[config.mk]
export PLATFORM = sky130hd
export DESIGN_NAME = pwm_chan
export DESIGN_NICKNAME = d
export VERILOG_FILES = /design/src/rtl/pwm_pkg.sv /design/src/rtl/pwm_regs.sv /design/src/rtl/pwm_prescaler.sv /design/src/rtl/pwm_counter.sv /design/src/rtl/pwm_chan.sv
export SDC_FILE = /design/constraint.sdc
export NUM_CORES = 1
export LEC_CHECK = 0
export BUFFER_PORTS_ARGS = -buffer_cell sky130_fd_sc_hd__buf_2
export CORE_MARGIN = 3
export CORE_UTILIZATION = 60
export CTS_CLUSTER_DIAMETER = 80
export DETAILED_ROUTE_END_ITERATION = 6
export HOLD_SLACK_MARGIN = 0.03
export PLACE_DENSITY = 0.78
export SETUP_SLACK_MARGIN = 0.5
export SYNTH_ARGS = -nofsm -noshare
export SYNTH_HDL_FRONTEND = slang
export SYNTH_SLANG_ARGS = --single-unit
[constraint.sdc]
create_clock -name clk -period 2.3 [get_ports clk]
set_input_delay 0.46 -clock clk [delete_from_list [all_inputs] [get_ports clk]]
set_output_delay 0.46 -clock clk [all_outputs]
set_load 0.02 [all_outputs]
[src/rtl/pwm_pkg.sv]
`timescale 1ns/1ps
package pwm_pkg;
    localparam int PS_W_DEF    = 6;
    localparam int CNT_W_DEF   = 10;
    localparam int RST_PER_DEF = 4;

    typedef enum logic [1:0] {
        ST_STOP  = 2'd0,
        ST_RUN   = 2'd1,
        ST_DRAIN = 2'd2
    } run_st_t;

    typedef enum logic [1:0] {
        SEL_CTRL = 2'd0,
        SEL_DUTY = 2'd1,
        SEL_PER  = 2'd2,
        SEL_NONE = 2'd3
    } wsel_t;

    function automatic logic is_live(run_st_t s);
        return s != ST_STOP;
    endfunction
endpackage

[src/rtl/pwm_regs.sv]
`timescale 1ns/1ps
module pwm_regs
    import pwm_pkg::*;
#(
    parameter int PS_W    = PS_W_DEF,
    parameter int CNT_W   = CNT_W_DEF,
    parameter int RST_PER = RST_PER_DEF
) (
    input  logic             clk,
    input  logic             rst,
    input  logic             wr_en,
    input  logic [1:0]       wr_sel,
    input  logic [CNT_W-1:0] wr_data,
    output logic [PS_W-1:0]  ps_val,
    output logic             grace,
    output logic [CNT_W-1:0] duty_r,
    output logic [CNT_W-1:0] per_r
);
    localparam logic [CNT_W-1:0] PER_INIT = CNT_W'(RST_PER);

    always_ff @(posedge clk) begin
        if (rst) begin
            ps_val <= '0;
            grace  <= 1'b0;
            duty_r <= '0;
            per_r  <= PER_INIT;
        end else if (wr_en) begin
            case (wsel_t'(wr_sel))
                SEL_CTRL: begin
                    ps_val <= wr_data[PS_W-1:0];
                    grace  <= wr_data[PS_W];
                end
                SEL_DUTY: duty_r <= wr_data;
                SEL_PER:  per_r  <= wr_data;
                default:  ;
            endcase
        end
    end
endmodule

[src/rtl/pwm_prescaler.sv]
`timescale 1ns/1ps
module pwm_prescaler
    import pwm_pkg::*;
#(
    parameter int PS_W = PS_W_DEF
) (
    input  logic            clk,
    input  logic            rst,
    input  logic            adv,
    input  logic            reload,
    input  logic [PS_W-1:0] load_val,
    output logic            tick,
    output logic [PS_W-1:0] ps_cnt
);
    assign tick = adv && (ps_cnt == '0);

    always_ff @(posedge clk) begin
        if (rst) begin
            ps_cnt <= '0;
        end else if (reload) begin
            ps_cnt <= load_val;
        end else if (adv) begin
            if (ps_cnt == '0) ps_cnt <= load_val;
            else              ps_cnt <= ps_cnt - 1'b1;
        end
    end
endmodule

[src/rtl/pwm_counter.sv]
`timescale 1ns/1ps
module pwm_counter
    import pwm_pkg::*;
#(
    parameter int CNT_W   = CNT_W_DEF,
    parameter int RST_PER = RST_PER_DEF
) (
    input  logic             clk,
    input  logic             rst,
    input  logic             tick,
    input  logic             reload,
    input  logic [CNT_W-1:0] duty_in,
    input  logic [CNT_W-1:0] per_in,
    output logic [CNT_W-1:0] cnt,
    output logic [CNT_W-1:0] act_duty,
    output logic [CNT_W-1:0] act_per,
    output logic             wrap,
    output logic             hi
);
    localparam logic [CNT_W-1:0] PER_INIT = CNT_W'(RST_PER);

    // the next step would reach period+1, so the count restarts instead
    assign wrap = tick && (cnt == act_per);
    assign hi   = cnt < act_duty;

    always_ff @(posedge clk) begin
        if (rst) begin
            cnt      <= '0;
            act_duty <= '0;
            act_per  <= PER_INIT;
        end else if (reload || wrap) begin
            cnt      <= '0;
            act_duty <= duty_in;
            act_per  <= per_in;
        end else if (tick) begin
            cnt <= cnt + 1'b1;
        end
    end
endmodule

[src/rtl/pwm_chan.sv]
`timescale 1ns/1ps
module pwm_chan
    import pwm_pkg::*;
#(
    parameter int PS_W    = PS_W_DEF,
    parameter int CNT_W   = CNT_W_DEF,
    parameter int RST_PER = RST_PER_DEF
) (
    input  logic             clk,
    input  logic             rst,
    input  logic             en,
    input  logic             wr_en,
    input  logic [1:0]       wr_sel,
    input  logic [CNT_W-1:0] wr_data,
    output logic             pwm_out
);
    logic [PS_W-1:0]  ps_val;
    logic             grace;
    logic [CNT_W-1:0] duty_r, per_r;
    logic [PS_W-1:0]  ps_cnt;
    logic [CNT_W-1:0] cnt, act_duty, act_per;
    logic             tick, wrap, hi;
    logic             adv, reload;
    run_st_t          state, state_nx;

    pwm_regs #(.PS_W(PS_W), .CNT_W(CNT_W), .RST_PER(RST_PER)) u_regs (
        .clk(clk), .rst(rst), .wr_en(wr_en), .wr_sel(wr_sel), .wr_data(wr_data),
        .ps_val(ps_val), .grace(grace), .duty_r(duty_r), .per_r(per_r)
    );

    pwm_prescaler #(.PS_W(PS_W)) u_ps (
        .clk(clk), .rst(rst), .adv(adv), .reload(reload), .load_val(ps_val),
        .tick(tick), .ps_cnt(ps_cnt)
    );

    pwm_counter #(.CNT_W(CNT_W), .RST_PER(RST_PER)) u_cnt (
        .clk(clk), .rst(rst), .tick(tick), .reload(reload),
        .duty_in(duty_r), .per_in(per_r),
        .cnt(cnt), .act_duty(act_duty), .act_per(act_per), .wrap(wrap), .hi(hi)
    );

    assign reload = (state == ST_RUN) && !en && !grace;
    assign adv    = is_live(state) && !reload;

    always_comb begin
        state_nx = state;
        case (state)
            ST_STOP:  if (en) state_nx = ST_RUN;
            ST_RUN: begin
                if (!en) begin
                    if (!grace || wrap) state_nx = ST_STOP;
                    else                state_nx = ST_DRAIN;
                end
            end
            ST_DRAIN: begin
                if (en)        state_nx = ST_RUN;
                else if (wrap) state_nx = ST_STOP;
            end
            default: state_nx = ST_STOP;
        endcase
    end

    always_ff @(posedge clk) begin
        if (rst) state <= ST_STOP;
        else     state <= state_nx;
    end

    assign pwm_out = is_live(state) && hi;
endmodule

* Word-level counts from Yosys, hierarchy flattened
Index checks and enable logic that the tools add are counted.
** Storage, ports and cells
- Bits in registers :: 65
- Logic and storage cells :: 50
** Cells by class
- Add/sub/neg operators :: 2
- Magnitude comparators :: 1
- Eq/ne operators :: 8
- Multiplexer cells :: 9
- Reductions and logical operators :: 21
** Operator list (number)
- 6-bit 2-to-1 mux :: 3
- 10-bit by 1-bit adder with 10-bit output, second input constant :: 1
- 10-bit equality test :: 1
- 10-bit < comparator :: 1
- 2-bit 2-to-1 mux :: 5
- 1-bit logical AND :: 6
- 6-bit logical NOT :: 1
- 2-bit case mux with 3 select lines :: 1
- 2-bit AND reduction :: 3
- 6-bit by 1-bit subtractor with 6-bit output, second input constant :: 1
- 2-bit by 1-bit equality test with 1-bit output, second input constant :: 2
- 2-bit equality test, second input constant :: 2
- 2-bit logical NOT :: 2
- 2-bit != test, second input constant :: 2
- 2-bit nonzero test :: 2
- 1-bit logical NOT :: 3
- 3-bit by 2-bit != test with 1-bit output, second input constant :: 1
- 3-bit AND reduction :: 1
- 1-bit logical OR :: 2
- 2-bit OR reduction :: 1

* Logic depth before layout (Yosys ltp)
Gate-level depths: netlist (run 1).
- Word-level depth :: 11
- Depth in mapped cells :: 7
- Depth with buffers taken out :: 6

* Cells and area by module
A second synthesis (run 1) with hierarchy kept.
** Unflattened totals
- Cell total of the unflattened synthesis :: 429
- Area total of the unflattened synthesis :: 3753.6 um^2
** Modules (own cells, without submodules)
- pwm_counter :: times used 1, cells an instance 256, area each 2026.9 um^2, sequential area each 600.6 um^2
- pwm_regs :: times used 1, cells an instance 103, area each 1118.6 um^2, sequential area each 540.5 um^2
- pwm_prescaler :: times used 1, cells an instance 59, area each 500.5 um^2, sequential area each 120.1 um^2
- pwm_chan :: times used 1, cells an instance 11, area each 107.6 um^2, sequential area each 40.0 um^2

* Worst setup path before layout (run 1)
OpenSTA, ideal clock, no wires.
- Path kind :: reg-to-output
- Start :: register u_cnt.cnt[1]
- End :: output pwm_out
- Arrival time :: 1.376 ns
- Required time :: 1.840 ns
- Path slack :: 0.464 ns
- Cell stages (with the launch flop) :: 6
- Path buffers :: 0
- Cell sequence :: dfxtp_1 ha_1 a21o_1 a211oi_1 or3_1 a32o_1
** On the way
- Cells in the longest elaborated chain, start to end :: 2
** RTL lines
- start, declared :: line pwm_counter.sv:14 : output logic [CNT_W-1:0] cnt,
- start signal, assigned :: line pwm_counter.sv:36 : cnt <= cnt + 1'b1;
- 10-bit < comparator :: line pwm_counter.sv:24 : assign hi = cnt < act_duty;
- 1-bit logical AND :: line pwm_chan.sv:68 : assign pwm_out = is_live(state) && hi;
- end, declared :: line pwm_chan.sv:15 : output logic pwm_out
Every way passes these cells.

* Worst setup path in the final report (run 1)
- Start :: register u_cnt.act_duty[4]
- End :: output pwm_out
** On the way
- Cells in the longest elaborated chain, start to end :: 2
** RTL lines
- start, declared :: line pwm_counter.sv:15 : output logic [CNT_W-1:0] act_duty,
- start signal, assigned :: line pwm_counter.sv:33 : act_duty <= duty_in;
- 10-bit < comparator :: line pwm_counter.sv:24
- 1-bit logical AND :: line pwm_chan.sv:68
Every way passes these cells.

==> results of run 1 <==
stage by stage:
step                      hold WS [ns]  total power [mW]  setup TNS [ns]
after floorplan                  0.436              1.47               0
after global placement           0.446              1.53               0
after detailed placement         0.460              1.54               0
after CTS                        0.338              2.61               0
after global routing             0.385              2.72         -0.0694
final                            0.354              2.61         -0.0358
state kept, by name, summed over array words and instances, names as in the netlist:
register and flops:
u_regs.ps_val 6, u_regs.per_r 10, u_ps.ps_cnt 6, u_regs.grace 1, u_regs.duty_r 10, state 2
u_cnt.cnt 10, u_cnt.act_duty 10, u_cnt.act_per 10
cell usage in the layout (no fill, tap or decap), types with 3 or more instances in the layout:
cell type  instances
a21o_1             3
xnor2_1           18
inv_2              4
inv_1             13
dfxtp_1           52
o21ai_0            7
clkbuf_8           9
nor4_1             3
nor2_1            47
buf_2             15
nand2_1           12
nor3_1             6
dfxtp_4            3
nand2b_1          40
ha_4               4
a21oi_1            9
mux2i_1           45
dfxtp_2           10
buf_4             12
ha_1               7
nand3b_1           4
nand4_1            3
what timing repair did:
action                                  CTS  global route
endpoints found under the setup margin   31            31
setup buffers                             6             1
cloned                                    0             0
gates resized for setup                  18            10
pin swaps                                 9             2
power groups by stage:
stage	clock [mW]	sequential, mW	combinational [mW]
2_1_floorplan	0	1.21	0.261
3_3_place_gp	0	1.22	0.315
3_5_place_dp	0	1.22	0.323
4_1_cts	1.08	1.19	0.340
5_1_grt	1.14	1.20	0.380
6_report	1.07	1.20	0.347
worst max-delay path, stage by stage (launching register included):
cell and delay (ns):
dfxtp_2 0.33, inv_1 0.04, ha_1 0.27, nand4_1 0.12
or3_1 0.38, a32o_2 0.26, buf_6 0.13
metal layers:
metal | vias up | global-route usage | part of all wire
li1 | 1185 | - | -
met1 | 1079 | 0.301 | 0.47
met2 | 47 | 0.354 | 0.45
met3 | 21 | 0.0562 | 0.038
met4 | 0 | 0.133 | 0.035
met5 | - | 0 | 0
area by class of cell:
cell class	count	area (sq um)	area share
clock buffers	9	124	0.0338
clock inverters	7	95.1	0.0259
repair buffers	29	196	0.0535
inverters	17	63.8	0.0174
flip-flops and latches	65	1330	0.361
well taps	67	83.8	0.0228
multi-input cells	239	1780	0.486
logic make-up after synthesis:
kind of cell | synth area share
AOI/OAI and AO/OA | 0.0675
adders and majority gates | 0.0477
buffers and inverters | 0.0457
and+or+nand+nor | 0.224
DFF | 0.413
muxes | 0.149
xor gates and xnor gates | 0.0528
worst paths after layout:
path                                                      from                              to  slack [ns]  cells after the start
worst max-delay path            u_cnt.act_duty[4]$_SDFFE_PP0P_                         pwm_out       -0.04                      6
worst min-delay path                                wr_data[8]    u_regs.per_r[8]$_SDFFE_PP0P_        0.35                      3
worst max register to register     u_ps.ps_cnt[2]$_SDFFE_PP0P_   u_cnt.act_per[5]$_SDFFE_PP0P_        0.55                      6
worst min register to register   u_regs.duty_r[8]$_SDFFE_PP0P_  u_cnt.act_duty[8]$_SDFFE_PP0P_        0.47                      2
==> results.md, run 1 <==
- Clock latency at the later pin of the worst-skew pair: 0.35 ns
- DR WL/cell: 14.9 microns
- Worst slew pin tran: 0.613 ns
- Worst Setup End Kind: primary output
- Largest net degree at the start of global routing: 77
- Rows: 25
- Fillers: 347
- Sequential element share of the synthesized area: 0.413
- First-pass GRT wire length: 11000 microns
- Global route total overflow: 0
- Clock share of power: 0.409
- Fin util: 0.747
- Clk sink count: 65
- CTS Hold Bufs: 0
- Io pins: 17
- Mapped Nets: 366
- N_diodes: 0
- Endpoints failing setup: 1
- Number of synthesized flops with an enable pin: 0
- Sequential Power Share: 0.458
- Ratio of cells with drive above 1 in the final layout: 0.210
- Critical path class: reg -> out
- GR Util All Layers: 0.233
- Outcome: finished, violations left
- Critical path required time: 1.84 ns
- Die W: 78.5 microns
- Clock tree buffer depth: 2
- Vias: 2332
- Synth Flop Type: dfxtp_1
- CTS tree: built
- Hold/Removal Path Class: in -> reg
- Nets@finish: 389
- Cell taking the most area after synthesis: dfxtp_1
- Final Skew: 0.00715 ns
- Layout area overhead: 16.5%
- Mapped Avg Cell Area: 9.32 sq um
- Htree depth: 3
- Final antenna-violating net count: 0
- VDD IR max: 477 uV
- Gpl congestion: 0.855
- Starting Density: 0.641
- Tcrit/Tclk final: 1.02
- Most frequent cells after synthesis: 65 x dfxtp_1, 48 x nor2_1, 47 x mux2i_1
- RSZ-0062 raised after global routing: yes
- DR vias/cell: 5.39
- Comb pwr share: 0.133
- Int Pwr: 1.93 mW
- Pre-antenna DRT Iters: 4
- Critical Path Source Type: flip-flop
- Die height: 78.5 microns
- FF+latch count, synth: 65
- Antenna violations before repair: 0
- Pwr dens: 712 nW/um^2
- Fin area: 3670 sq um
- TritonCTS Buffers: 9
- Relative slew slack: 0.592
- Largest cells by area after synthesis: dfxtp_1 41%, mux2i_1 15%, nand2b_1 7.9%, nor2_1 5.7%, xnor2_1 5.0%
- Max-slew violations: 0
- Core Area: 4910 sq um
- Final hold vios: 0
- Sw frac: 0.262
- Cell with the most instances after synthesis: dfxtp_1
- Top-area cell type share of the netlist area: 0.413
- P_sw: 0.683 mW
- Worst-path fanout max: 2
- Setup ws final: -0.0358 ns
- Asr flop ratio synth: 0
- DR iter-0 viols: 133
- Fmax: 428 MHz
- Die ar.: 6150 sq um
- Failing checks: setup timing
- Synth Warn #: 0
- Unique masters post-synth: 42
- Final min period: 2.34 ns
- Clk slew on worst S/H paths: 0.07 ns
- Drt drc: 0
- Dpl hpwl: 4090 microns
- Post-Syn Instances: 338
- Port bufs: 16
- Pleak: 1.53 nW
- Worst Path Arrival: 1.88 ns
- WL final: 6470 microns
- Final Non-Filler Cells: 433
- Placed cells: 410
- DP Worst Slack: 0.322 ns
- Synth Cell Area: 3150 sq um
- Maximum capacitance violations: 0
- CTS Root Cell: clkbuf_8
- Placement Cell Area: 3290 sq um
- Vias in the first global route: 2345
(Power assumes the default switching activity.)
==> run 2, diff against run 1 <==
--- a/config.mk
+++ b/config.mk
@@ -5,13 +5,13 @@
 export SDC_FILE = /design/constraint.sdc
 export NUM_CORES = 1
 export LEC_CHECK = 0
-export BUFFER_PORTS_ARGS = -buffer_cell sky130_fd_sc_hd__buf_2
 export CORE_MARGIN = 3
-export CORE_UTILIZATION = 60
+export CORE_UTILIZATION = 63
 export CTS_CLUSTER_DIAMETER = 80
 export DETAILED_ROUTE_END_ITERATION = 6
+export DONT_BUFFER_PORTS = 1
 export HOLD_SLACK_MARGIN = 0.03
-export PLACE_DENSITY = 0.78
+export PLACE_DENSITY = 0.79
 export SETUP_SLACK_MARGIN = 0.5
 export SYNTH_ARGS = -nofsm -noshare
 export SYNTH_HDL_FRONTEND = slang
==> results.md, run 2 (synthesized netlist as in run 1, its figures left out) <==
- CTS Hold Bufs: 0 (unchanged)
- Hold/Removal Path Class: in -> reg
- VDD IR max: 765 uV (+60%)
- Gpl congestion: 0.867 (+1.4%)
- Vias in the first global route: 2121 (-9.6%)
- Nets@finish: 374 (-3.9%)
- TNS Setup: 0 ns (+0.0358 ns)
- Critical Path Source Type: flip-flop
- RSZ-0062 raised after global routing: yes
- CP peak stage delay: 0.38 ns (about the same)
- Worst-path fanout max: 6 (+4)
- Critical path required time: 1.84 ns (about the same)
- DR iter-0 viols: 238 (+79%)
- Clk slew on worst S/H paths: 0.08 ns (about the same)
- Endpoints failing setup: 0 (-1)
- Starting Density: 0.658 (+0.0168)
- Critical path class: reg -> out
- Final min period: 2.27 ns (-0.0621 ns)
- Die height: 76.7 microns (-2.2%)
- Clock tree buffer depth: 2 (unchanged)
- Worst Path Arrival: 1.81 ns (-0.07 ns)
- Outcome: complete, no violations
- Pre-antenna DRT Iters: 5 (+1)
- N_diodes: 0 (unchanged)
- Pleak: 1.49 nW (-2.6%)
- Worst path cell trace: ha_1 > nor2_1 > or3_1 > a32o_2
- Relative slew slack: 0.518 (-0.0731)
- TritonCTS Buffers: 9 (unchanged)
- Htree depth: 3 (unchanged)
- Final hold vios: 0 (unchanged)
- Global route total overflow: 0 (unchanged)
- Worst Setup End Kind: primary output
- Final Skew: 0.00952 ns (+0.00237 ns)
- Fmax: 440 MHz (+2.7%)
- Clk sink count: 65 (unchanged)
- Die W: 76.7 microns (-2.2%)
- GR Util All Layers: 0.222 (-0.0108)
- Most common cell after layout, fill and taps aside: dfxtp_1
- Ratio of cells with drive above 1 in the final layout: 0.179 (-0.0309)
- DR vias/cell: 5.67 (+5.3%)
- Antenna violations before repair: 0 (unchanged)
- Clock latency at the later pin of the worst-skew pair: 0.35 ns (about the same)
- Port bufs: 0 (-16)
- CTS Root Cell: clkbuf_8
- Dpl hpwl: 4100 microns (+0.39%)
- Maximum capacitance violations: 0 (unchanged)
- Core Area: 4790 sq um (-2.5%)
- Placed cells: 391 (-4.6%)
- Vias: 2370 (+1.6%)
- Io pins: 17 (unchanged)
- Layout area overhead: 15.2%
- Commonest non-fill, non-tap cells in the layout: 52 x dfxtp_1, 47 x nor2_1, 47 x mux2i_1
- CTS tree: built
- First-pass GRT wire length: 10300 microns (-7.1%)
- Largest net degree at the start of global routing: 78 (+1.3%)
- Pwr dens: 665 nW/um^2 (-6.6%)
- Worst slew pin tran: 0.720 ns (+0.108 ns)
- Drt drc: 0 (unchanged)
- Worst Hold Slack: 0.174 ns (-0.180 ns)
- WL final: 6680 microns (+3.2%)
- DR WL/cell: 16.0 microns (+6.9%)
- Tcrit/Tclk final: 0.989 (-0.0270)
- Fin util: 0.758 (+0.0106)
- Final antenna-violating net count: 0 (unchanged)
- Die ar.: 5880 sq um (-4.4%)
- Overall Power: 2.41 mW (-7.7%)
- Max-slew violations: 0 (unchanged)
- Final Non-Filler Cells: 418 (-3.5%)
- Rows: 25 (unchanged)
- Slowest cell on crit path: dfxtp_2
[run 2: repair_timing]
item                       CTS  global route
setup endpoints to repair   31            30
cloned                       0             2
resized for setup            9            22
buffers inserted             3             6
pin swaps                    3            12
[run 2: critical path, delay by kind of cell (launching register included)]
kind	cells	cell delay (ns)
and+or+nand+nor	2	0.43
AOI/OAI and AO/OA	1	0.33
adders and majority gates	1	0.32
DFF	1	0.38
[run 2: path summary, 6_finish.rpt]
check | endpoint | depth (start not counted) | slack (ns) | startpoint
max reg2reg | u_cnt.act_per[4]$_SDFFE_PP0P_ | 7 | 0.51 | u_cnt.cnt[5]$_SDFFE_PP0P_
min | state[0]$_SDFFE_PP0P_ | 1 | 0.17 | rst
min reg2reg | u_cnt.act_duty[4]$_SDFFE_PP0P_ | 2 | 0.46 | u_regs.duty_r[4]$_SDFFE_PP0P_
max | pwm_out | 4 | 0.03 | u_cnt.cnt[3]$_SDFFE_PP0P_
[run 2: final cells by class]
type	count	area, sq um
fillers	313	1160
clock buffers	10	138
well taps	67	83.8
inverters	17	63.8
repair buffers	14	160
clock inverters	6	43.8
multi-input cells	239	1810
flip-flops and latches	65	1330
[run 2: power breakdown]
group,switching (mW),total [mW],leakage [nW],internal [mW]
clock network,0.472,0.894,0.0922,0.421
logic,0.168,0.326,0.865,0.158
registers,0.0367,1.19,0.534,1.16
[run 2: layer usage]
metal	global-route usage	vias up	share of wire
li1	-	1156	-
met1	0.307	1132	0.46
met2	0.325	64	0.47
met3	0.0657	18	0.042
met4	0.0870	0	0.025
met5	0	-	0
[run 2: per-stage QoR]
step	setup slack, ns	area [sq um]
2_1_floorplan	0.489	3160
3_3_place_gp	0.411	3190
3_5_place_dp	0.351	3190
4_1_cts	0.0589	3430
5_1_grt	-0.0132	3630
6_report	0.0264	3630
